$ cat config.mk
export PLATFORM = sky130hd
export DESIGN_NAME = dbg_watch_top
export DESIGN_NICKNAME = d
export VERILOG_FILES = /design/src/rtl/dbg_watch_pkg.sv /design/src/rtl/dbg_watch_regs.sv /design/src/rtl/dbg_watch_cmp.sv /design/src/rtl/dbg_watch_halt.sv /design/src/rtl/dbg_watch_top.sv
export SDC_FILE = /design/constraint.sdc
export NUM_CORES = 1
export LEC_CHECK = 0
export BUFFER_PORTS_ARGS = -buffer_cell sky130_fd_sc_hd__buf_2
export CAP_MARGIN = 20
export CORE_MARGIN = 4
export CORE_UTILIZATION = 45
export DETAILED_ROUTE_END_ITERATION = 8
export GPL_TIMING_DRIVEN = 0
export SLEW_MARGIN = 20
export SYNTH_ARGS = -nofsm -noshare
export SYNTH_HDL_FRONTEND = slang
export SYNTH_SLANG_ARGS = --single-unit
$ cat constraint.sdc
create_clock -name clk -period 2.1 [get_ports clk]
set_clock_uncertainty 0.2 [all_clocks]
set_input_delay 0.42 -clock clk [delete_from_list [all_inputs] [get_ports clk]]
set_output_delay 0.42 -clock clk [all_outputs]
set_load 0.02 [all_outputs]
$ cat src/rtl/dbg_watch_pkg.sv
package dbg_watch_pkg;
  localparam int NUM_UNITS = 2;
  localparam int REG_W     = 32;
  localparam int HALF_W    = 16;

  typedef enum logic [2:0] {
    RI_U0_ADDR = 3'd0,
    RI_U0_DATA = 3'd1,
    RI_U0_CFG  = 3'd2,
    RI_U1_ADDR = 3'd3,
    RI_U1_DATA = 3'd4,
    RI_U1_CFG  = 3'd5,
    RI_CTRL    = 3'd6,
    RI_STAT    = 3'd7
  } reg_idx_e;
endpackage

$ cat src/rtl/dbg_watch_regs.sv
module dbg_watch_regs
  import dbg_watch_pkg::*;
#(
  parameter int AW = 16,
  parameter int DW = 16,
  parameter int CW = 2
) (
  input  logic                             clk,
  input  logic                             rst_n,
  input  logic                             wr_en,
  input  logic [2:0]                       wr_idx,
  input  logic [REG_W-1:0]                 wr_data,
  output logic [NUM_UNITS-1:0][AW-1:0]     a_val,
  output logic [NUM_UNITS-1:0][AW-1:0]     a_msk,
  output logic [NUM_UNITS-1:0][DW-1:0]     d_val,
  output logic [NUM_UNITS-1:0][DW-1:0]     d_msk,
  output logic [NUM_UNITS-1:0]             kind,
  output logic [NUM_UNITS-1:0][CW-1:0]     c_val,
  output logic [NUM_UNITS-1:0][CW-1:0]     c_msk,
  output logic [NUM_UNITS-1:0]             unit_en,
  output logic                             chain_en,
  output logic [NUM_UNITS-1:0]             stat_clr
);
  localparam int CFG_KIND  = 0;
  localparam int CFG_CVAL  = 1;
  localparam int CFG_CMSK  = CFG_CVAL + CW;
  localparam int CTRL_CHN  = NUM_UNITS;

  // per-unit register groups, three indices each
  for (genvar u = 0; u < NUM_UNITS; u++) begin : g_unit
    localparam logic [2:0] BASE = 3'(u * 3);
    logic [AW-1:0] av, am;
    logic [DW-1:0] dv, dm;
    logic          kd;
    logic [CW-1:0] cv, cm;

    always_ff @(posedge clk) begin
      if (!rst_n) begin
        av <= '0; am <= '0; dv <= '0; dm <= '0;
        kd <= 1'b0; cv <= '0; cm <= '0;
      end else if (wr_en) begin
        if (wr_idx == BASE) begin
          av <= wr_data[AW-1:0];
          am <= wr_data[HALF_W +: AW];
        end
        if (wr_idx == BASE + 3'd1) begin
          dv <= wr_data[DW-1:0];
          dm <= wr_data[HALF_W +: DW];
        end
        if (wr_idx == BASE + 3'd2) begin
          kd <= wr_data[CFG_KIND];
          cv <= wr_data[CFG_CVAL +: CW];
          cm <= wr_data[CFG_CMSK +: CW];
        end
      end
    end

    assign a_val[u] = av;
    assign a_msk[u] = am;
    assign d_val[u] = dv;
    assign d_msk[u] = dm;
    assign kind[u]  = kd;
    assign c_val[u] = cv;
    assign c_msk[u] = cm;
  end

  always_ff @(posedge clk) begin
    if (!rst_n) begin
      unit_en  <= '0;
      chain_en <= 1'b0;
    end else if (wr_en && wr_idx == RI_CTRL) begin
      unit_en  <= wr_data[NUM_UNITS-1:0];
      chain_en <= wr_data[CTRL_CHN];
    end
  end

  assign stat_clr = (wr_en && wr_idx == RI_STAT) ? wr_data[NUM_UNITS-1:0] : '0;

  // a control write is visible on the next cycle
  p_ctrl_write_r2: assert property (@(posedge clk) disable iff (!rst_n)
    (wr_en && wr_idx == RI_CTRL) |=> (chain_en == $past(wr_data[CTRL_CHN])));
endmodule

$ cat src/rtl/dbg_watch_cmp.sv
module dbg_watch_cmp #(
  parameter int AW = 16,
  parameter int DW = 16,
  parameter int CW = 2
) (
  input  logic          bus_valid,
  input  logic          bus_fetch,
  input  logic [AW-1:0] bus_addr,
  input  logic [DW-1:0] bus_data,
  input  logic [CW-1:0] bus_ctl,
  input  logic [AW-1:0] a_val,
  input  logic [AW-1:0] a_msk,
  input  logic [DW-1:0] d_val,
  input  logic [DW-1:0] d_msk,
  input  logic          kind,
  input  logic [CW-1:0] c_val,
  input  logic [CW-1:0] c_msk,
  input  logic          en,
  output logic          hit
);
  logic a_ok, d_ok, c_ok, k_ok;

  // a mask bit of 1 drops that bit from the comparison
  assign a_ok = ((bus_addr ^ a_val) & ~a_msk) == '0;
  assign d_ok = ((bus_data ^ d_val) & ~d_msk) == '0;
  assign c_ok = ((bus_ctl  ^ c_val) & ~c_msk) == '0;
  assign k_ok = (bus_fetch == kind);

  assign hit = en & bus_valid & k_ok & a_ok & d_ok & c_ok;
endmodule

$ cat src/rtl/dbg_watch_halt.sv
module dbg_watch_halt
  import dbg_watch_pkg::*;
(
  input  logic                 clk,
  input  logic                 rst_n,
  input  logic [NUM_UNITS-1:0] hit,
  input  logic                 chain_en,
  input  logic [NUM_UNITS-1:0] stat_clr,
  output logic                 halt_req,
  output logic [NUM_UNITS-1:0] stat_hit,
  output logic                 chain_armed
);
  logic [NUM_UNITS-1:0] fire;
  logic                 armed_d;

  // in chain mode unit 0 only arms; unit 1 needs an earlier arm
  assign fire[0] = hit[0] & ~chain_en;
  assign fire[1] = hit[1] & (~chain_en | chain_armed);

  always_comb begin
    if (!chain_en)    armed_d = 1'b0;
    else if (fire[1]) armed_d = 1'b0;
    else if (hit[0])  armed_d = 1'b1;
    else              armed_d = chain_armed;
  end

  always_ff @(posedge clk) begin
    if (!rst_n) begin
      halt_req    <= 1'b0;
      stat_hit    <= '0;
      chain_armed <= 1'b0;
    end else begin
      halt_req    <= |fire;
      stat_hit    <= (stat_hit & ~stat_clr) | fire;
      chain_armed <= armed_d;
    end
  end

  p_halt_cause_r8: assert property (@(posedge clk) disable iff (!rst_n)
    halt_req |-> (stat_hit != '0));

  p_chain_order_r9: assert property (@(posedge clk) disable iff (!rst_n)
    (halt_req && $past(chain_en)) |-> $past(chain_armed));

  p_chain_u0_silent_r9: assert property (@(posedge clk) disable iff (!rst_n)
    ($past(chain_en) && !$past(stat_hit[0])) |-> !stat_hit[0]);

  p_arm_off_r10: assert property (@(posedge clk) disable iff (!rst_n)
    !chain_en |=> !chain_armed);

  p_arm_taken_r10: assert property (@(posedge clk) disable iff (!rst_n)
    (halt_req && $past(chain_en)) |-> !chain_armed);
endmodule

$ cat src/rtl/dbg_watch_top.sv
module dbg_watch_top
  import dbg_watch_pkg::*;
#(
  parameter int AW = 16,
  parameter int DW = 16,
  parameter int CW = 2
) (
  input  logic                 clk,
  input  logic                 rst_n,
  input  logic                 wr_en,
  input  logic [2:0]           wr_idx,
  input  logic [REG_W-1:0]     wr_data,
  input  logic                 bus_valid,
  input  logic                 bus_fetch,
  input  logic [AW-1:0]        bus_addr,
  input  logic [DW-1:0]        bus_data,
  input  logic [CW-1:0]        bus_ctl,
  output logic                 halt_req,
  output logic [NUM_UNITS-1:0] stat_hit,
  output logic                 chain_armed
);
  logic [NUM_UNITS-1:0][AW-1:0] a_val, a_msk;
  logic [NUM_UNITS-1:0][DW-1:0] d_val, d_msk;
  logic [NUM_UNITS-1:0]         kind, unit_en, stat_clr, hit;
  logic [NUM_UNITS-1:0][CW-1:0] c_val, c_msk;
  logic                         chain_en;

  dbg_watch_regs #(.AW(AW), .DW(DW), .CW(CW)) u_regs (
    .clk(clk), .rst_n(rst_n), .wr_en(wr_en), .wr_idx(wr_idx), .wr_data(wr_data),
    .a_val(a_val), .a_msk(a_msk), .d_val(d_val), .d_msk(d_msk), .kind(kind),
    .c_val(c_val), .c_msk(c_msk), .unit_en(unit_en), .chain_en(chain_en),
    .stat_clr(stat_clr)
  );

  for (genvar u = 0; u < NUM_UNITS; u++) begin : g_cmp
    dbg_watch_cmp #(.AW(AW), .DW(DW), .CW(CW)) u_cmp (
      .bus_valid(bus_valid), .bus_fetch(bus_fetch), .bus_addr(bus_addr),
      .bus_data(bus_data), .bus_ctl(bus_ctl),
      .a_val(a_val[u]), .a_msk(a_msk[u]), .d_val(d_val[u]), .d_msk(d_msk[u]),
      .kind(kind[u]), .c_val(c_val[u]), .c_msk(c_msk[u]), .en(unit_en[u]),
      .hit(hit[u])
    );
  end

  dbg_watch_halt u_halt (
    .clk(clk), .rst_n(rst_n), .hit(hit), .chain_en(chain_en),
    .stat_clr(stat_clr), .halt_req(halt_req), .stat_hit(stat_hit),
    .chain_armed(chain_armed)
  );

  // an idle bus cycle is never followed by a halt
  p_idle_quiet_r4: assert property (@(posedge clk) disable iff (!rst_n)
    !bus_valid |=> !halt_req);
endmodule

==> impl_metrics.json, run 1 <==
{
  "status": "complete, but fails checks",
  "violations": "negative setup slack",
  "critPathMaxFanout": 2,
  "syn_avg_cell_area_sq_um": 8.42,
  "syn_nets": 822,
  "synth.top_cell.area_share_pct": 46.1,
  "htreeDepth": 4,
  "fp.dieH_um": 126,
  "vias": 5694,
  "nets": 916,
  "ys_top_cells_by_area": "dfxtp_1 (46%), nand2_1 (16%), a21boi_1 (15%)",
  "yosysTopAreaCell": "dfxtp_1",
  "wirelength_um": 21500,
  "drv_slew": 0,
  "pwr-share-clk_pct": 44.1,
  "dieArea_sq_mm": 0.0159,
  "worstPathArrival_ns": 2.22,
  "p_int_mw": 4.62,
  "worst_setup_path_end_kind": "flop",
  "crit_path_cell_trace": "xnor2_2 > o22ai_1 > or4_4 > nor3_2 > and4_4 > and4b_1",
  "crit_family": "simple AND/OR/NAND/NOR gates",
  "hpwl_um": 15500,
  "port_buffers": 74,
  "comb_power_share_pct": 9.6,
  "drt_iter0_drc": 531,
  "path_depth": 6,
  "worst_pin_slew_ns": 0.862,
  "switchingPower_mw": 1.52,
  "hold_path.class": "in2reg",
  "drive_gt1_share_pct": 14.3,
  "wl_met2_um": 10200,
  "firstDrtPassIters": 6,
  "dr_wl_met3_um": 1780,
  "power-per-cell-area_mw_per_mm2": 819,
  "cts_buffer_depth": 2,
  "grt_use_total_pct": 27.1,
  "max_freq_mhz": 475,
  "coreArea_sq_mm": 0.0135,
  "clkTransAtPathRegs_ns": 0.06,
  "multi_input_area_sq_mm": 0.00331,
  "avgRoutedWirePerCell_um": 20.9,
  "crit_slowest_cell": "or4_4",
  "ir_drop_mv": 0.780,
  "layout_commonest_cell": "nand2_1",
  "slew_headroom_pct": 42.5,
  "routabilityCongestion": 0.912,
  "seq_area_sq_mm": 0.00290,
  "numCtsBuffers": 17,
  "start_util_pct": 46.8,
  "design_area_sq_mm": 0.00749,
  "required_ns": 2.21,
  "grt_pass1_vias": 5491,
  "clk-insertion-delay-late_ns": 0.42,
  "row_count": 42,
  "hold_depth": 3,
  "drt-met1-wl_um": 8790,
  "ios": 78,
  "die_w_um": 126,
  "cap_violations": 0,
  "globalRouteOverflowTotal": 0,
  "cts.sinks": 145,
  "setup_tns_ns": -0.00356,
  "seq_area_frac_synth_pct": 46.1,
  "p_seq_share_pct": 46.3,
  "switching_share_pct": 24.7,
  "setup_viol": 1,
  "drc": 0,
  "ys_types": 27,
  "grt_start_max_net_pins": 17,
  "layout_common_cells": "nand2_1 (262), dfxtp_1 (144), a21boi_1 (128), buf_2 (76), xnor2_1 (63)",
  "cts_tree": "yes",
  "yosys_warnings": 0,
  "area.growth.synth_to_final_pct": 19.0,
  "synth-seq-cells": 145,
  "worst_slack_ns": -0.00356,
  "fin_crit_sh_pct": 100,
  "grt_pass1_wl_um": 32100,
  "syn_inst": 748,
  "num_antenna_cells": 0,
  "highest_layer": "met4",
  "crit_path_max_incr_delay_ns": 0.53,
  "period_needed_ns": 2.10,
  "placed_area_sq_mm": 0.00689,
  "finalHoldViolations": 0,
  "fillers": 1301,
  "syn_area_sq_mm": 0.00630,
  "worst-path-buf-inv": 0,
  "rr_worst_depth": 6,
  "worstSetupStartpointType": "flop",
  "antenna_found_initial": 0,
  "vias_per_cell": 5.53,
  "p_leak_nw": 2.63,
  "drtAntennaViolNets": 0,
  "path_class": "reg2reg",
  "root_buffer": "clkbuf_16"
}
-- through the flow --
step / total power, mW / hold WS [ns] / instances / worst slack, ns / util (%)
floorplan: 3.19 / 0.232 / 748 / 0.0980 / -
global placement: 3.46 / 0.240 / 998 / -0.414 / 51.2
detailed placement: 3.47 / 0.244 / 998 / -0.412 / 51.2
CTS: 6.14 / 0.0582 / 1030 / 0.00391 / 55.5
global route: 6.31 / 0.0736 / 1030 / -0.0203 / 55.7
finish: 6.14 / 0.0629 / 1030 / -0.00356 / 55.7
-- cell families after synthesis --
kind of cell | after synthesis | share of synthesized area [%]
AND/OR/NAND/NOR | 308 | 20.1
AO/OA/AOI/OAI | 168 | 19.4
flip-flops | 145 | 46.1
XOR/XNOR | 70 | 9.74
buffers and inverters | 44 | 2.66
multiplexers | 13 | 2.07
-- registers in the layout (all words and copies together) (netlist names) --
signal	cells
u_halt.chain_armed	1
u_halt.halt_req	1
u_regs.unit_en	2
u_regs.chain_en	1
u_regs.g_unit.cv	4
u_regs.g_unit.cm	4
u_regs.g_unit.kd	2
u_regs.g_unit.dm	32
u_regs.g_unit.dv	32
u_halt.stat_hit	2
u_regs.g_unit.av	32
u_regs.g_unit.am	32
-- routing by layer --
layer | vias to the layer above | track usage, %
met5 | - | 0
met4 | 0 | 11.2
met3 | 48 | 5.08
met2 | 233 | 45.0
met1 | 2757 | 34.7
li1 | 2656 | -
-- cells in the mapped netlist --
| library cell | number |
|---|---|
| o22ai_1 | 32 |
| a21boi_1 | 128 |
| o21bai_1 | 1 |
| nand2b_1 | 2 |
| nor4_1 | 5 |
| o2111ai_1 | 1 |
| and4_1 | 1 |
| dfxtp_1 | 145 |
| nand3_1 | 4 |
| mux2i_1 | 13 |
| o21ai_0 | 1 |
| xnor2_1 | 69 |
| a21boi_0 | 2 |
| o21a_1 | 3 |
| nand2_1 | 262 |
| nor4_2 | 2 |
| or2_1 | 1 |
| clkbuf_1 | 41 |
| and4b_1 | 1 |
| xor2_1 | 1 |
| nor2b_1 | 16 |
| and2_1 | 1 |
| buf_1 | 1 |
| buf_2 | 2 |
| nor2_1 | 7 |
| nor3_1 | 5 |
| or4_1 | 1 |
-- final timing paths --
path                                from  slack (ns)                      end
setup / recovery  u_regs.g_unit[1].dv[8]      -0.004       u_halt.chain_armed
hold / removal               wr_data[10]        0.06  u_regs.g_unit[1].dv[10]
setup reg to reg  u_regs.g_unit[1].dv[8]      -0.004       u_halt.chain_armed
hold reg to reg   u_regs.g_unit[1].dm[7]        0.25   u_regs.g_unit[1].dm[7]
-- power groups by stage --
stage          clock [mW]  sequential (mW)  combinational, mW
3_5_place_dp            0             2.90              0.567
6_report             2.71             2.84              0.588
5_1_grt              2.84             2.85              0.622
3_3_place_gp            0             2.90              0.561
4_1_cts              2.72             2.84              0.577
2_1_floorplan           0             2.89              0.293
-- area by class of cell --
cell class              instances  area share, %
multi-input cells             559           44.1
flip-flops and latches        145           38.7
clock buffers                  24           6.43
repair buffers                 75           5.04
well taps                     176           2.94
plain buffers                  44           2.27
clock inverters                 7          0.467
-- tightest hold or removal path, stage by stage --
cell	delay (ns)
buf_2	0.12
nand2_1	0.05
a21boi_1	0.05
-- what timing repair did --
| item | in CTS | in global routing |
|---|---|---|
| buffers inserted | 1 | 0 |
| hold buffers | 0 | 0 |
| resized for setup | 8 | 13 |
| gates cloned | 0 | 0 |
| endpoints found under the setup margin | 4 | 19 |
| pin swaps | 4 | 3 |
Power figures use the tool's default switching activity.
==> run 2: changes to the inputs <==
==> constraint.sdc (replaced) <==
create_clock -name clk -period 2.4 [get_ports clk]
set_clock_uncertainty 0.2 [all_clocks]
set_input_delay 0.48 -clock clk [delete_from_list [all_inputs] [get_ports clk]]
set_output_delay 0.48 -clock clk [all_outputs]
set_load 0.05 [all_outputs]
==> run 2 against run 1 <==
Against the previous run:
- the flow now finishes without violations
- flip-flop and latch count unchanged
- count of clock-buffer cells in the layout unchanged
- combinational power decreased by 14%
- register-to-register slack improved by 0.11 ns
- sequential share of layout area increased by 0.42 points
- fmax decreased by 8.4%
- total power decreased by 13%
- final cell count about the same
- highest routed layer unchanged
- non-clock buffer count decreased by 1
- core utilization decreased by 0.62 points
- global-route usage about the same
- via count decreased by 0.18%
==> impl_metrics.json, run 2 (synthesized netlist as in run 1, its figures left out) <==
{
  "drive_gt1_share_pct": 12.4,
  "area.growth.synth_to_final_pct": 17.7,
  "slew_headroom_pct": 41.0,
  "drt_iter0_drc": 520,
  "vias": 5684,
  "numCtsBuffers": 17,
  "grt_start_max_net_pins": 17,
  "coreArea_sq_mm": 0.0135,
  "cts.sinks": 145,
  "rsz0062_at_grt": "no",
  "fp.dieH_um": 126,
  "worst_pin_slew_ns": 0.885,
  "path_class": "reg2reg",
  "die_w_um": 126,
  "hold_depth": 3,
  "finalHoldViolations": 0,
  "p_leak_nw": 2.58,
  "layout_commonest_cell": "nand2_1",
  "rr_endpoint": "u_halt.chain_armed",
  "hpwl_um": 15500,
  "critPathMaxFanout": 3,
  "layout_common_cells": "nand2_1 (262), dfxtp_1 (145), a21boi_1 (128), buf_2 (76), xnor2_1 (68)",
  "nets": 915,
  "antenna_found_initial": 0,
  "drtAntennaViolNets": 0,
  "p_int_mw": 4.04,
  "p_seq_share_pct": 46.3,
  "dieArea_sq_mm": 0.0159,
  "htreeDepth": 4,
  "drv_slew": 0,
  "hold_end": "u_regs.g_unit[1].dv[10]",
  "period_needed_ns": 2.30,
  "clkTransAtPathRegs_ns": 0.06,
  "fin_cells": 1029,
  "post_cts_buffers": 0,
  "hold_buffers": 0,
  "wirelength_um": 21500,
  "switchingPower_mw": 1.33,
  "drc": 0,
  "power-per-cell-area_mw_per_mm2": 724,
  "switching_share_pct": 24.8,
  "avgRoutedWirePerCell_um": 20.9,
  "setup_viol": 0,
  "max_freq_mhz": 436,
  "routabilityCongestion": 0.912,
  "r2r_setup_slack_ns": 0.10,
  "vias_per_cell": 5.52,
  "post-route-util_pct": 55.1,
  "worstPathArrival_ns": 2.41,
  "timing.rr.start": "u_regs.g_unit[1].dv[12]",
  "fillers": 1307,
  "comb_power_share_pct": 9.4,
  "p_total_mw": 5.37,
  "cap_violations": 0,
  "status": "finished, final reports clean",
  "clk-insertion-delay-late_ns": 0.42,
  "fin_crit_sh_pct": 95.7,
  "worstHoldStart": "wr_data[10]",
  "required_ns": 2.51,
  "port_buffers": 74,
  "root_buffer": "clkbuf_16",
  "num_antenna_cells": 0,
  "cts_tree": "yes",
  "grt_pass1_vias": 5479,
  "grt_use_total_pct": 27.1,
  "row_count": 42,
  "worstSetupStartpointType": "flop",
  "placed_cells": 998,
  "ios": 78,
  "pwr-share-clk_pct": 44.3,
  "grt_pass1_wl_um": 32100,
  "firstDrtPassIters": 5,
  "rr_worst_depth": 6,
  "start_util_pct": 46.8,
  "worst_setup_path_end_kind": "flop",
  "hold_path.class": "in2reg",
  "globalRouteOverflowTotal": 0,
  "cts_buffer_depth": 2,
  "ir_drop_mv": 0.684
}
[run 2: cell types whose count changed in the layout (fill, tap and decap cells not counted), moves of 2 or more]
| cell | previous run | this run |
|---|---|---|
| clkbuf_2 | 2 | 0 |
| nor4_1 | 3 | 5 |
| xnor2_1 | 63 | 68 |
| xnor2_2 | 6 | 1 |
| nor3_2 | 2 | 0 |
| nor4_2 | 4 | 2 |
| clkbuf_1 | 42 | 45 |
| nor3_1 | 3 | 5 |
[run 2: how the worst max path moves through the flow]
| stage | startpoint | to | slack, ns |
|---|---|---|---|
| after floorplan | bus_data[12] | u_halt.chain_armed | 0.34 |
| after global placement | bus_data[8] | u_halt.chain_armed | -0.17 |
| after detailed placement | bus_data[8] | u_halt.chain_armed | -0.17 |
| after CTS | u_regs.g_unit[1].dv[8] | u_halt.chain_armed | 0.09 |
| after global routing | u_regs.g_unit[1].dv[12] | u_halt.chain_armed | 0.04 |
| final | u_regs.g_unit[1].dv[12] | u_halt.chain_armed | 0.10 |
[run 2: cell type report]
class                      count  area (sq um)  area share [%]
timing repair buffer          74           370            5.00
clock inverter                 7          35.0           0.473
tap                          176           220            2.97
sequential                   145          2900            39.2
buffer                        44           168            2.26
multi-input combinational    559          3230            43.6
clock buffer                  24           482            6.50
[run 2: power by group through the flow]
stage	Combinational, mW	Clock, mW	Sequential (mW)
after detailed placement	0.496	0	2.54
final	0.504	2.38	2.49
after global routing	0.535	2.49	2.49
after global placement	0.491	0	2.54
after floorplan	0.256	0	2.53
after CTS	0.498	2.38	2.49
[run 2: metal layers]
layer	share of wire [%]	track usage [%]	routed length [um]	vias up
met1	42	34.7	9010	2768
met4	3.4	11.0	729	0
met3	7.6	5.04	1630	44
met2	47	45.2	10100	218
li1	-	-	-	2654
met5	0	0	0	-
[run 2: through the flow]
step / hold WS (ns) / worst slack [ns] / instance area [sq um] / setup TNS [ns]
after floorplan: 0.232 / 0.338 / 6300 / 0
after global placement: 0.240 / -0.174 / 6890 / -0.744
after detailed placement: 0.244 / -0.172 / 6890 / -1.54
after CTS: 0.118 / 0.0877 / 7400 / 0
after global routing: 0.134 / 0.0417 / 7410 / 0
final: 0.121 / 0.104 / 7410 / 0
[run 2: worst max-delay path, cell delays in order (launching register included)]
cell and delay (ns):
dfxtp_1 0.31, xnor2_1 0.27, o22ai_1 0.16, or4_1 0.56, nor3_1 0.18, and4_1 0.29
and4b_1 0.21
[run 2: what timing repair did]
action                                  CTS  global route
hold endpoints to repair                  0             0
gates resized for setup                   0             1
endpoints found under the setup margin    0             1
==> run 3: changes to the inputs <==
clock period = 2.74 ns   (was 2.4 ns; I/O delays follow)
==> run 3 against run 2 <==
Against the previous run:
- global-route usage is the same
- worst hold slack better by 0.069 ns
- first-iteration DRC count rose by 0.77%
- final cell count stayed put
- core utilization decreased by 0.056 points
- sequential power fell by 12%
- critical path depth did not move
- via count hardly changed
- register-to-register slack improved by 0.33 ns
- critical endpoint unchanged
- worst setup slack improved by 0.33 ns
- count of clock-buffer cells in the layout stayed put
- total power is 13% lower
==> impl_metrics.json, run 3 (synthesized netlist as in run 1, its figures left out) <==
{
  "worstSetupStartpointType": "flop",
  "firstDrtPassIters": 5,
  "fin_crit_sh_pct": 84.2,
  "routabilityCongestion": 0.912,
  "start_util_pct": 46.8,
  "htreeDepth": 4,
  "clkTransAtPathRegs_ns": 0.06,
  "cts_buffer_depth": 2,
  "root_buffer": "clkbuf_16",
  "timing.rr.start": "u_regs.g_unit[1].dv[8]",
  "worstHoldStart": "wr_data[10]",
  "worst_pin_slew_ns": 0.902,
  "drc": 0,
  "placed_area_sq_mm": 0.00689,
  "grt_start_max_net_pins": 17,
  "port_buffers": 74,
  "dp_slack_ns": 0.0998,
  "p_leak_nw": 2.58,
  "max_freq_mhz": 433,
  "drt_iter0_drc": 524,
  "dieArea_sq_mm": 0.0159,
  "multi_input_area_sq_mm": 0.00323,
  "grt_use_total_pct": 27.1,
  "placed_cells": 998,
  "path_class": "reg2reg",
  "slew_headroom_pct": 39.9,
  "ir_drop_mv": 0.600,
  "required_ns": 2.85,
  "nets": 915,
  "rsz0062_at_grt": "no",
  "num_antenna_cells": 0,
  "cts.sinks": 145,
  "globalRouteOverflowTotal": 0,
  "period_needed_ns": 2.31,
  "power-per-cell-area_mw_per_mm2": 634,
  "hold_buffers": 0,
  "drive_gt1_share_pct": 12.3,
  "status": "finished, final reports clean",
  "setup_tns_ns": 0,
  "die_w_um": 126,
  "drv_slew": 0,
  "numCtsBuffers": 17,
  "area.growth.synth_to_final_pct": 17.6,
  "post_cts_buffers": 0,
  "finalHoldViolations": 0,
  "hpwl_um": 15500,
  "drtAntennaViolNets": 0,
  "worst_setup_path_end_kind": "flop",
  "layout_commonest_cell": "nand2_1",
  "vias_per_cell": 5.53,
  "vias": 5687,
  "worstPathArrival_ns": 2.42,
  "setup.worst_path.start": "u_regs.g_unit[1].dv[8]",
  "wirelength_um": 21500,
  "row_count": 42,
  "grt_pass1_wl_um": 32100,
  "fillers": 1309,
  "seq_area_sq_mm": 0.00290,
  "cap_violations": 0,
  "coreArea_sq_mm": 0.0135,
  "design_area_sq_mm": 0.00740,
  "fin_cells": 1029,
  "worst_slack_ns": 0.433,
  "avgRoutedWirePerCell_um": 20.9,
  "clk-insertion-delay-late_ns": 0.42,
  "hold_path.class": "in2reg",
  "ios": 78,
  "critPathMaxFanout": 3,
  "antenna_found_initial": 0,
  "layout_common_cells": "nand2_1 (262), dfxtp_1 (145), a21boi_1 (128), buf_2 (76), xnor2_1 (69)",
  "cts_resized": 0,
  "grt_pass1_vias": 5479,
  "cts_tree": "yes",
  "fp.dieH_um": 126,
  "setup_viol": 0
}
## run 3: path summary, 6_finish.rpt
kind / to / slack, ns / cells past startpoint
max: u_halt.chain_armed / 0.43 / 6
min reg2reg: u_regs.g_unit[1].dm[7] / 0.25 / 2
min: u_regs.g_unit[0].dv[10] / 0.19 / 3
max reg2reg: u_halt.chain_armed / 0.43 / 6
## run 3: stage by stage
step,hold WS (ns),utilization (%),power (mW)
final,0.189,55.0,4.70
after global routing,0.202,55.0,4.83
after CTS,0.186,55.0,4.70
after detailed placement,0.244,51.2,2.66
after global placement,0.240,51.2,2.65
after floorplan,0.232,-,2.44
## run 3: layout make-up
type	count	area share, %
clock inverter	7	0.473
timing repair buffer	74	5.00
tap	176	2.97
multi-input combinational	559	43.6
buffer	44	2.26
clock buffer	24	6.51
sequential	145	39.2
## run 3: worst max-delay path, stage by stage (launching register included)
cell     delay, ns
dfxtp_1       0.32
xnor2_1       0.32
o22ai_1       0.14
or4_1         0.53
nor3_1        0.18
and4_1        0.29
and4b_1       0.21
## run 3: routing by layer
layer,vias to the layer above,wire [um],track usage [%]
li1,2651,-,-
met1,2789,9150,34.7
met2,210,10200,45.2
met3,37,1480,5.04
met4,0,694,11.0
met5,-,0,0
## run 3: report_power, final
group          switching, mW  internal, mW  leakage, nW
Clock                  0.864          1.21        0.263
Sequential            0.0262          2.15         1.17
Combinational          0.268         0.173         1.14
Total                   1.16          3.54         2.58
